--- src/rtl/tsync_pkg.sv ---
package tsync_pkg;
  typedef enum logic [1:0] {ST_IDLE, ST_SEND, ST_WAIT, ST_UPD} tsync_state_e;
  localparam logic [1:0] KIND_REQ  = 2'b01;
  localparam logic [1:0] KIND_RSP  = 2'b10;
  localparam logic [1:0] KIND_RSPD = 2'b11;
endpackage

--- src/rtl/tsync_interval.sv ---
module tsync_interval #(
  parameter int IVW = 16
) (
  input  logic           clk,
  input  logic           rst_n,
  input  logic           en,
  input  logic [IVW-1:0] period,
  output logic           tick
);
  logic [IVW-1:0] cnt;
  logic           off;

  assign off  = !en || (period == '0);
  assign tick = !off && (cnt == period - 1'b1);

  always_ff @(posedge clk) begin
    if (!rst_n)    cnt <= '0;
    else if (off)  cnt <= '0;
    else if (tick) cnt <= '0;
    else           cnt <= cnt + 1'b1;
  end

  // a zero interval never produces a periodic start
  assert_no_tick_when_off_R11: assert property (@(posedge clk) disable iff (!rst_n)
    (period == '0) |-> !tick);
endmodule

--- src/rtl/tsync_stray_ctr.sv ---
module tsync_stray_ctr #(
  parameter int W = 8
) (
  input  logic         clk,
  input  logic         rst_n,
  input  logic         hit,
  output logic [W-1:0] count
);
  always_ff @(posedge clk) begin
    if (!rst_n)                count <= '0;
    else if (hit && !(&count)) count <= count + 1'b1;
  end

  assert_stray_inc_R12: assert property (@(posedge clk) disable iff (!rst_n)
    (hit && !(&count)) |=> (count == $past(count) + 1'b1));
  assert_stray_hold_R12: assert property (@(posedge clk) disable iff (!rst_n)
    !hit |=> $stable(count));
endmodule

--- src/rtl/tsync_calc.sv ---
module tsync_calc #(
  parameter int TW = 64,
  parameter int DW = 32
) (
  input  logic          clk,
  input  logic          rst_n,
  input  logic          fire,
  input  logic          with_data,
  input  logic [TW-1:0] t_tx,
  input  logic [TW-1:0] t_rx,
  input  logic [TW-1:0] r_time,
  input  logic [DW-1:0] r_delay,
  output logic [TW-1:0] rtt,
  output logic [TW-1:0] master_time,
  output logic          time_valid
);
  localparam int PADW = TW - DW;
  logic [TW-1:0] delay_ext;

  assign delay_ext = {{PADW{1'b0}}, r_delay};

  always_ff @(posedge clk) begin
    if (!rst_n) begin
      rtt         <= '0;
      master_time <= '0;
      time_valid  <= 1'b0;
    end else begin
      time_valid <= fire && with_data;
      if (fire) begin
        rtt <= t_rx - t_tx;
        if (with_data) master_time <= r_time + delay_ext;
      end
    end
  end

  assert_valid_single_R6: assert property (@(posedge clk) disable iff (!rst_n)
    time_valid |=> !time_valid);
  assert_plain_keeps_master_R7: assert property (@(posedge clk) disable iff (!rst_n)
    (fire && !with_data) |=> $stable(master_time));
endmodule

--- src/rtl/tsync_req_engine.sv ---
module tsync_req_engine
  import tsync_pkg::*;
#(
  parameter int          TW      = 64,
  parameter int          DW      = 32,
  parameter int          TOW     = 16,
  parameter int          IVW     = 16,
  parameter int          STRAY_W = 8,
  parameter int          GRAN_W  = 8,
  parameter logic [7:0]  GRAN    = 8'd4
) (
  input  logic               clk,
  input  logic               rst_n,
  input  logic               cfg_enable,
  input  logic [TOW-1:0]     cfg_timeout,
  input  logic [IVW-1:0]     cfg_interval,
  input  logic               trigger,
  input  logic [TW-1:0]      local_time,
  output logic               tx_valid,
  input  logic               tx_ready,
  output logic [1:0]         tx_kind,
  input  logic               rx_valid,
  output logic               rx_ready,
  input  logic [1:0]         rx_kind,
  input  logic [TW-1:0]      rx_time,
  input  logic [DW-1:0]      rx_delay,
  output logic [TW-1:0]      t_req,
  output logic [TW-1:0]      t_rsp,
  output logic [TW-1:0]      rtt,
  output logic [TW-1:0]      rcv_time,
  output logic [DW-1:0]      rcv_delay,
  output logic [TW-1:0]      master_time,
  output logic               time_valid,
  output logic               timeout_err,
  output logic [STRAY_W-1:0] stray_count,
  output logic               busy,
  output logic [GRAN_W-1:0]  cap_granularity
);
  localparam logic [TOW:0] ONE = {{TOW{1'b0}}, 1'b1};

  tsync_state_e state;
  logic [TOW-1:0] wcnt;
  logic [TOW:0]   wcnt_nx;
  logic           got_data;
  logic           tick, is_rsp, accept_rsp, stray_hit, timeout_hit, fire;

  assign is_rsp      = rx_valid && rx_kind[1];
  assign accept_rsp  = is_rsp && cfg_enable && (state == ST_WAIT);
  assign stray_hit   = is_rsp && !accept_rsp;
  assign wcnt_nx     = {1'b0, wcnt} + ONE;
  assign timeout_hit = (state == ST_WAIT) && !is_rsp && (wcnt_nx >= {1'b0, cfg_timeout});
  assign fire        = (state == ST_UPD);

  assign tx_valid        = (state == ST_SEND);
  assign tx_kind         = KIND_REQ;
  assign rx_ready        = 1'b1;
  assign busy            = (state != ST_IDLE);
  assign cap_granularity = GRAN_W'(GRAN);

  always_ff @(posedge clk) begin
    if (!rst_n) begin
      state       <= ST_IDLE;
      wcnt        <= '0;
      t_req       <= '0;
      t_rsp       <= '0;
      rcv_time    <= '0;
      rcv_delay   <= '0;
      got_data    <= 1'b0;
      timeout_err <= 1'b0;
    end else if (!cfg_enable) begin
      state <= ST_IDLE;
    end else begin
      unique case (state)
        ST_IDLE: if (trigger || tick) begin
          state       <= ST_SEND;
          timeout_err <= 1'b0;
        end
        ST_SEND: if (tx_ready) begin
          t_req <= local_time;
          wcnt  <= '0;
          state <= ST_WAIT;
        end
        ST_WAIT: begin
          if (is_rsp) begin
            t_rsp    <= local_time;
            got_data <= (rx_kind == KIND_RSPD);
            if (rx_kind == KIND_RSPD) begin
              rcv_time  <= rx_time;
              rcv_delay <= rx_delay;
            end
            state <= ST_UPD;
          end else if (timeout_hit) begin
            timeout_err <= 1'b1;
            state       <= ST_IDLE;
          end else begin
            wcnt <= wcnt_nx[TOW-1:0];
          end
        end
        ST_UPD: state <= ST_IDLE;
        default: state <= ST_IDLE;
      endcase
    end
  end

  tsync_interval #(.IVW(IVW)) u_interval (
    .clk(clk), .rst_n(rst_n), .en(cfg_enable), .period(cfg_interval), .tick(tick)
  );

  tsync_stray_ctr #(.W(STRAY_W)) u_stray (
    .clk(clk), .rst_n(rst_n), .hit(stray_hit), .count(stray_count)
  );

  tsync_calc #(.TW(TW), .DW(DW)) u_calc (
    .clk(clk), .rst_n(rst_n), .fire(fire), .with_data(got_data),
    .t_tx(t_req), .t_rx(t_rsp), .r_time(rcv_time), .r_delay(rcv_delay),
    .rtt(rtt), .master_time(master_time), .time_valid(time_valid)
  );

  assert_tx_hold_R2: assert property (@(posedge clk) disable iff (!rst_n)
    (tx_valid && !tx_ready && cfg_enable) |=> tx_valid);
  assert_treq_stable_R3: assert property (@(posedge clk) disable iff (!rst_n)
    (state == ST_WAIT) |=> $stable(t_req));
  assert_timeout_idle_R8: assert property (@(posedge clk) disable iff (!rst_n)
    $rose(timeout_err) |-> !busy);
  assert_disable_idle_R10: assert property (@(posedge clk) disable iff (!rst_n)
    !cfg_enable |=> !busy);
  assert_stray_no_stamp_R12: assert property (@(posedge clk) disable iff (!rst_n)
    stray_hit |=> $stable(t_rsp));
endmodule

--- config.mk ---
export PLATFORM = sky130hd
export DESIGN_NAME = tsync_req_engine
export DESIGN_NICKNAME = d
export VERILOG_FILES = /design/src/rtl/tsync_pkg.sv /design/src/rtl/tsync_interval.sv /design/src/rtl/tsync_stray_ctr.sv /design/src/rtl/tsync_calc.sv /design/src/rtl/tsync_req_engine.sv
export SDC_FILE = /design/constraint.sdc
export NUM_CORES = 1
export LEC_CHECK = 0
export ABC_CLOCK_PERIOD_IN_PS = 5600
export CAP_MARGIN = 20
export CORE_AREA = 2 2 224 226
export CTS_CLUSTER_SIZE = 10
export DETAILED_ROUTE_END_ITERATION = 7
export DIE_AREA = 0 0 226 228
export GPL_TIMING_DRIVEN = 0
export PLACE_DENSITY = 0.75
export SLEW_MARGIN = 20
export SYNTH_ARGS = -nofsm -noshare
export SYNTH_HDL_FRONTEND = slang
export SYNTH_SLANG_ARGS = --single-unit
--- constraint.sdc ---
create_clock -name clk -period 5.6 [get_ports clk]
set_input_delay 1.4 -clock clk [delete_from_list [all_inputs] [get_ports clk]]
set_output_delay 1.4 -clock clk [all_outputs]
set_load 0.01 [all_outputs]
==> run summary <==
ROUTING
--------------------------------------------------------------------------------------
Residual antenna-violating net count after detailed routing .............            0
Post-detailed-route wirelength per cell ................................. 19.73 microns
DRC marker count from the first detailed-route iteration ................         1596
Total via count after detailed routing ..................................        23200
Post-route DRC violation count ..........................................            0
Routed via count divided by cell count ..................................        5.512
DRT Pass-1 Iters ........................................................            6
Drt total wl ............................................................ 83010 microns

CELLS AND AREA
--------------------------------------------------------------------------------------
Most frequent standard cell in the layout excluding fill and tap cells ..      nand2_1
Core occupancy in the finished layout ...................................       59.78%
Most used cells in the layout excluding fill and tap cells .............. nand2_1 (651), clkdlybuf4s50_1 (561), a21oi_1 (413), dfxtp_1 (397), clkbuf_1 (154)
Number of standard cells in the layout, taps in and fillers out .........         4208
Layout cells sized above 1 ..............................................       2.859%
Synthesis-to-finish area growth .........................................       36.19%
Number of nets at the end of the flow ...................................         3838
Fill cells ..............................................................         4513

JOB
--------------------------------------------------------------------------------------
Number of max-cap violations ............................................            0

WORST SETUP PATH
--------------------------------------------------------------------------------------
Crit path capture type ..................................................    flip-flop
Reg-to-reg slack, setup .................................................      1350 ps
Top fanout value on the critical path ...................................            8
Setup Crit Path Kind .................................................... flip-flop to flip-flop
Data arrival at the endpoint of the critical path .......................      4740 ps
Kind of start point of the critical path ................................    flip-flop
Data required time of the worst path ....................................      6090 ps
Worst R2R Start .........................................................      wcnt[2]
Critical Path Source ....................................................      wcnt[2]

SYNTHESIS
--------------------------------------------------------------------------------------
Netlist Area Pre-Place .................................................. 0.02166 sq mm
Post-synthesis compound-gate area fraction ..............................       22.13%
Post-synth ARST share ...................................................           0%
Post-synthesis cell count ...............................................         2902
XOR/XNOR share of the synthesized area ..................................       5.175%
Top-area cell type share of the netlist area ............................       36.69%
Synthesized-area fraction occupied by adder cells .......................       6.827%
Synth Area in Simple Gates ..............................................       23.09%
Fraction of synthesized area in multiplexers ............................      0.5141%
Number of register bits inferred by synthesis ...........................          397
Number of distinct library cells after synthesis ........................           76
Number of flops mapped to enable cells by yosys .........................            0
Leading area contributor after synthesis ................................      dfxtp_1
Ranking of synthesized cells by area .................................... dfxtp_1 (37%), nand2_1 (11%), a21oi_1 (9.5%)
Total number of yosys warnings ..........................................            0
Avg Synthesized Cell Area ...............................................  7.465 sq um
Fraction of the yosys area taken by sequential cells ....................       36.69%
Dominant combinational cell family by area after synthesis .............. simple AND/OR/NAND/NOR gates
Leading register cell type out of synthesis .............................      dfxtp_1

TIMING
--------------------------------------------------------------------------------------
Worst setup skew after layout ...........................................     20.96 ps
Final-report hold violation count .......................................            0
Setup Viol. Count Final .................................................            0
Unrepaired setup endpoints after global routing .........................           no
Max-slew headroom .......................................................       27.57%
Slew Viols, Final .......................................................            0
Fin crit share ..........................................................       75.92%
Hold_ws .................................................................     450.2 ps
Peak Freq ...............................................................    235.2 MHz
Transition time at the pin with the least slew margin ...................      1084 ps
Total negative slack ....................................................         0 ps
Time the final worst path needs with I/O delays and setup ...............      4252 ps

CLOCKING
--------------------------------------------------------------------------------------
Setup fix buffers added after clock tree synthesis ......................            0
Total of cells resized after clock tree synthesis .......................            0
Clock insertion delay at the later pin of the skew report ...............       580 ps
Clock tree root buffer cell .............................................    clkbuf_16
CTS H-Tree Depth ........................................................            2
Clock slew at the register clock pins of the worst setup and hold paths .        50 ps
Number of buffers added to fix hold violations after cts ................            0
CTS tree ................................................................        built
Clock sinks .............................................................          397
Total clock buffers created by CTS ......................................           47
Buffer levels on the longest clock path .................................            3

FLOORPLAN
--------------------------------------------------------------------------------------
Number of standard-cell rows in the floorplan ...........................           82
Core area ............................................................... 0.04935 sq mm
Die H ...................................................................  228 microns
Die Area ................................................................ 0.05153 sq mm
Die extent in x .........................................................  226 microns
I/O Pins ................................................................          575
Effective utilization at floorplan ......................................       43.89%

POWER AND IR DROP
--------------------------------------------------------------------------------------
Overall power after layout ..............................................   0.006328 W
Power density over the cells ............................................ 214.5 mW/mm^2
Maximum vdd drop ........................................................    0.1832 mV
Static Leak .............................................................     10.97 nW

RUN STATUS
--------------------------------------------------------------------------------------
Run status .............................................................. finished clean

WORST HOLD PATH
--------------------------------------------------------------------------------------
Source of the worst hold timing path .................................... u_calc.master_time[18]
Hold WC Path Type ....................................................... flip-flop to flip-flop

GLOBAL ROUTE
--------------------------------------------------------------------------------------
Pin count of the biggest net entering global routing ....................           12
Global-route usage over all layers ......................................       31.14%
Total gr overflow .......................................................            0
Initial antenna violation count .........................................            3
Number of global-route vias before repair ...............................        21840
First-pass GRT wire length .............................................. 125200 microns

PLACED DESIGN
--------------------------------------------------------------------------------------
Hpwl dp ................................................................. 65220 microns
Cell count after placement ..............................................         4144
RePlAce Congestion ......................................................       0.9451
Buffers added on ports ..................................................          561

cell type report:
| type | instances | area [sq um] | area share, % |
|---|---|---|---|
| Inverter | 131 | 491.7 | 1.667 |
| Clock inverter | 3 | 40.04 | 0.1357 |
| Tap cell | 672 | 840.8 | 2.850 |
| Buffer | 175 | 708.2 | 2.401 |
| Multi-Input combinational cell | 2208 | 12550 | 42.54 |
| Sequential cell | 397 | 7948 | 26.94 |
| Antenna cell | 3 | 7.507 | 0.02545 |
| Timing Repair Buffer | 561 | 5615 | 19.03 |
| Clock buffer | 58 | 1300 | 4.407 |
logic make-up (layout without fill, tap and decap cells):
| logic type | Yosys count | count (layout) |
|---|---|---|
| AOI/OAI and AO/OA | 808 | 808 |
| xor gates and xnor gates | 128 | 128 |
| adders and majority gates | 117 | 117 |
| buffers and inverters | 306 | 928 |
| DFF | 397 | 397 |
| muxes | 11 | 11 |
| other | 2 | 14 |
| and+or+nand+nor | 1133 | 1133 |
sequential cells by signal, summed over array words and instances (netlist names), 16 cells and up:
name                count
t_rsp                  64
rcv_delay              32
rcv_time               64
u_interval.cnt         16
t_req                  64
u_calc.rtt             64
wcnt                   16
u_calc.master_time     64
Yosys cell counts (all sizes together) (30+ instances only):
cell / number
nand2: 652
a21oi: 413
dfxtp: 397
clkbuf: 150
nor2: 138
o21ai: 135
inv: 131
ha: 115
nand3: 102
xnor2: 78
a21o: 60
xor2: 50
nand4: 47
nor3: 35
a211oi: 31
and3: 30
worst max-delay path: stages, from the launching register on:
cell,delay (ps)
dfxtp_1,440
nand3_1,240
nor3_1,290
and3_1,230
and3_1,210
and3_1,230
nand3_1,110
xnor2_1,260
ha_1,310
nand4_1,100
nor4_1,70
a311oi_1,430
nor3b_1,930
o211ai_1,190
o21ai_0,140
where the power goes:
part,switching (W),internal [W],total [W]
combinational,0.000372,0.000298,0.000670
clock,0.00116,0.00165,0.00281
sequential,0.0000111,0.00284,0.00285
total,0.00155,0.00478,0.00633
stage by stage:
step	area, sq um	setup WS [ps]
finish	29500	1348
global placement	28150	666.0
detailed placement	28150	1017
floorplan	21700	1992
global route	29500	1053
CTS	29490	1431
routing by layer:
layer	global-route usage (%)	vias up	wire, microns	share of wire (%)
li1	-	11260	-	-
met5	0	-	0	0
met3	6.182	206	6093	7.3
met2	53.10	943	39050	47
met4	15.46	0	4366	5.3
met1	37.12	10790	33500	40
path summary, 6_finish.rpt:
check / end / cells past startpoint
worst min register to register: u_calc.master_time[18] / 2
worst max register to register: wcnt[10] / 14
worst max-delay path: wcnt[10] / 14
worst min-delay path: u_calc.master_time[18] / 2
Note: power is estimated with default switching activity, not from simulation.
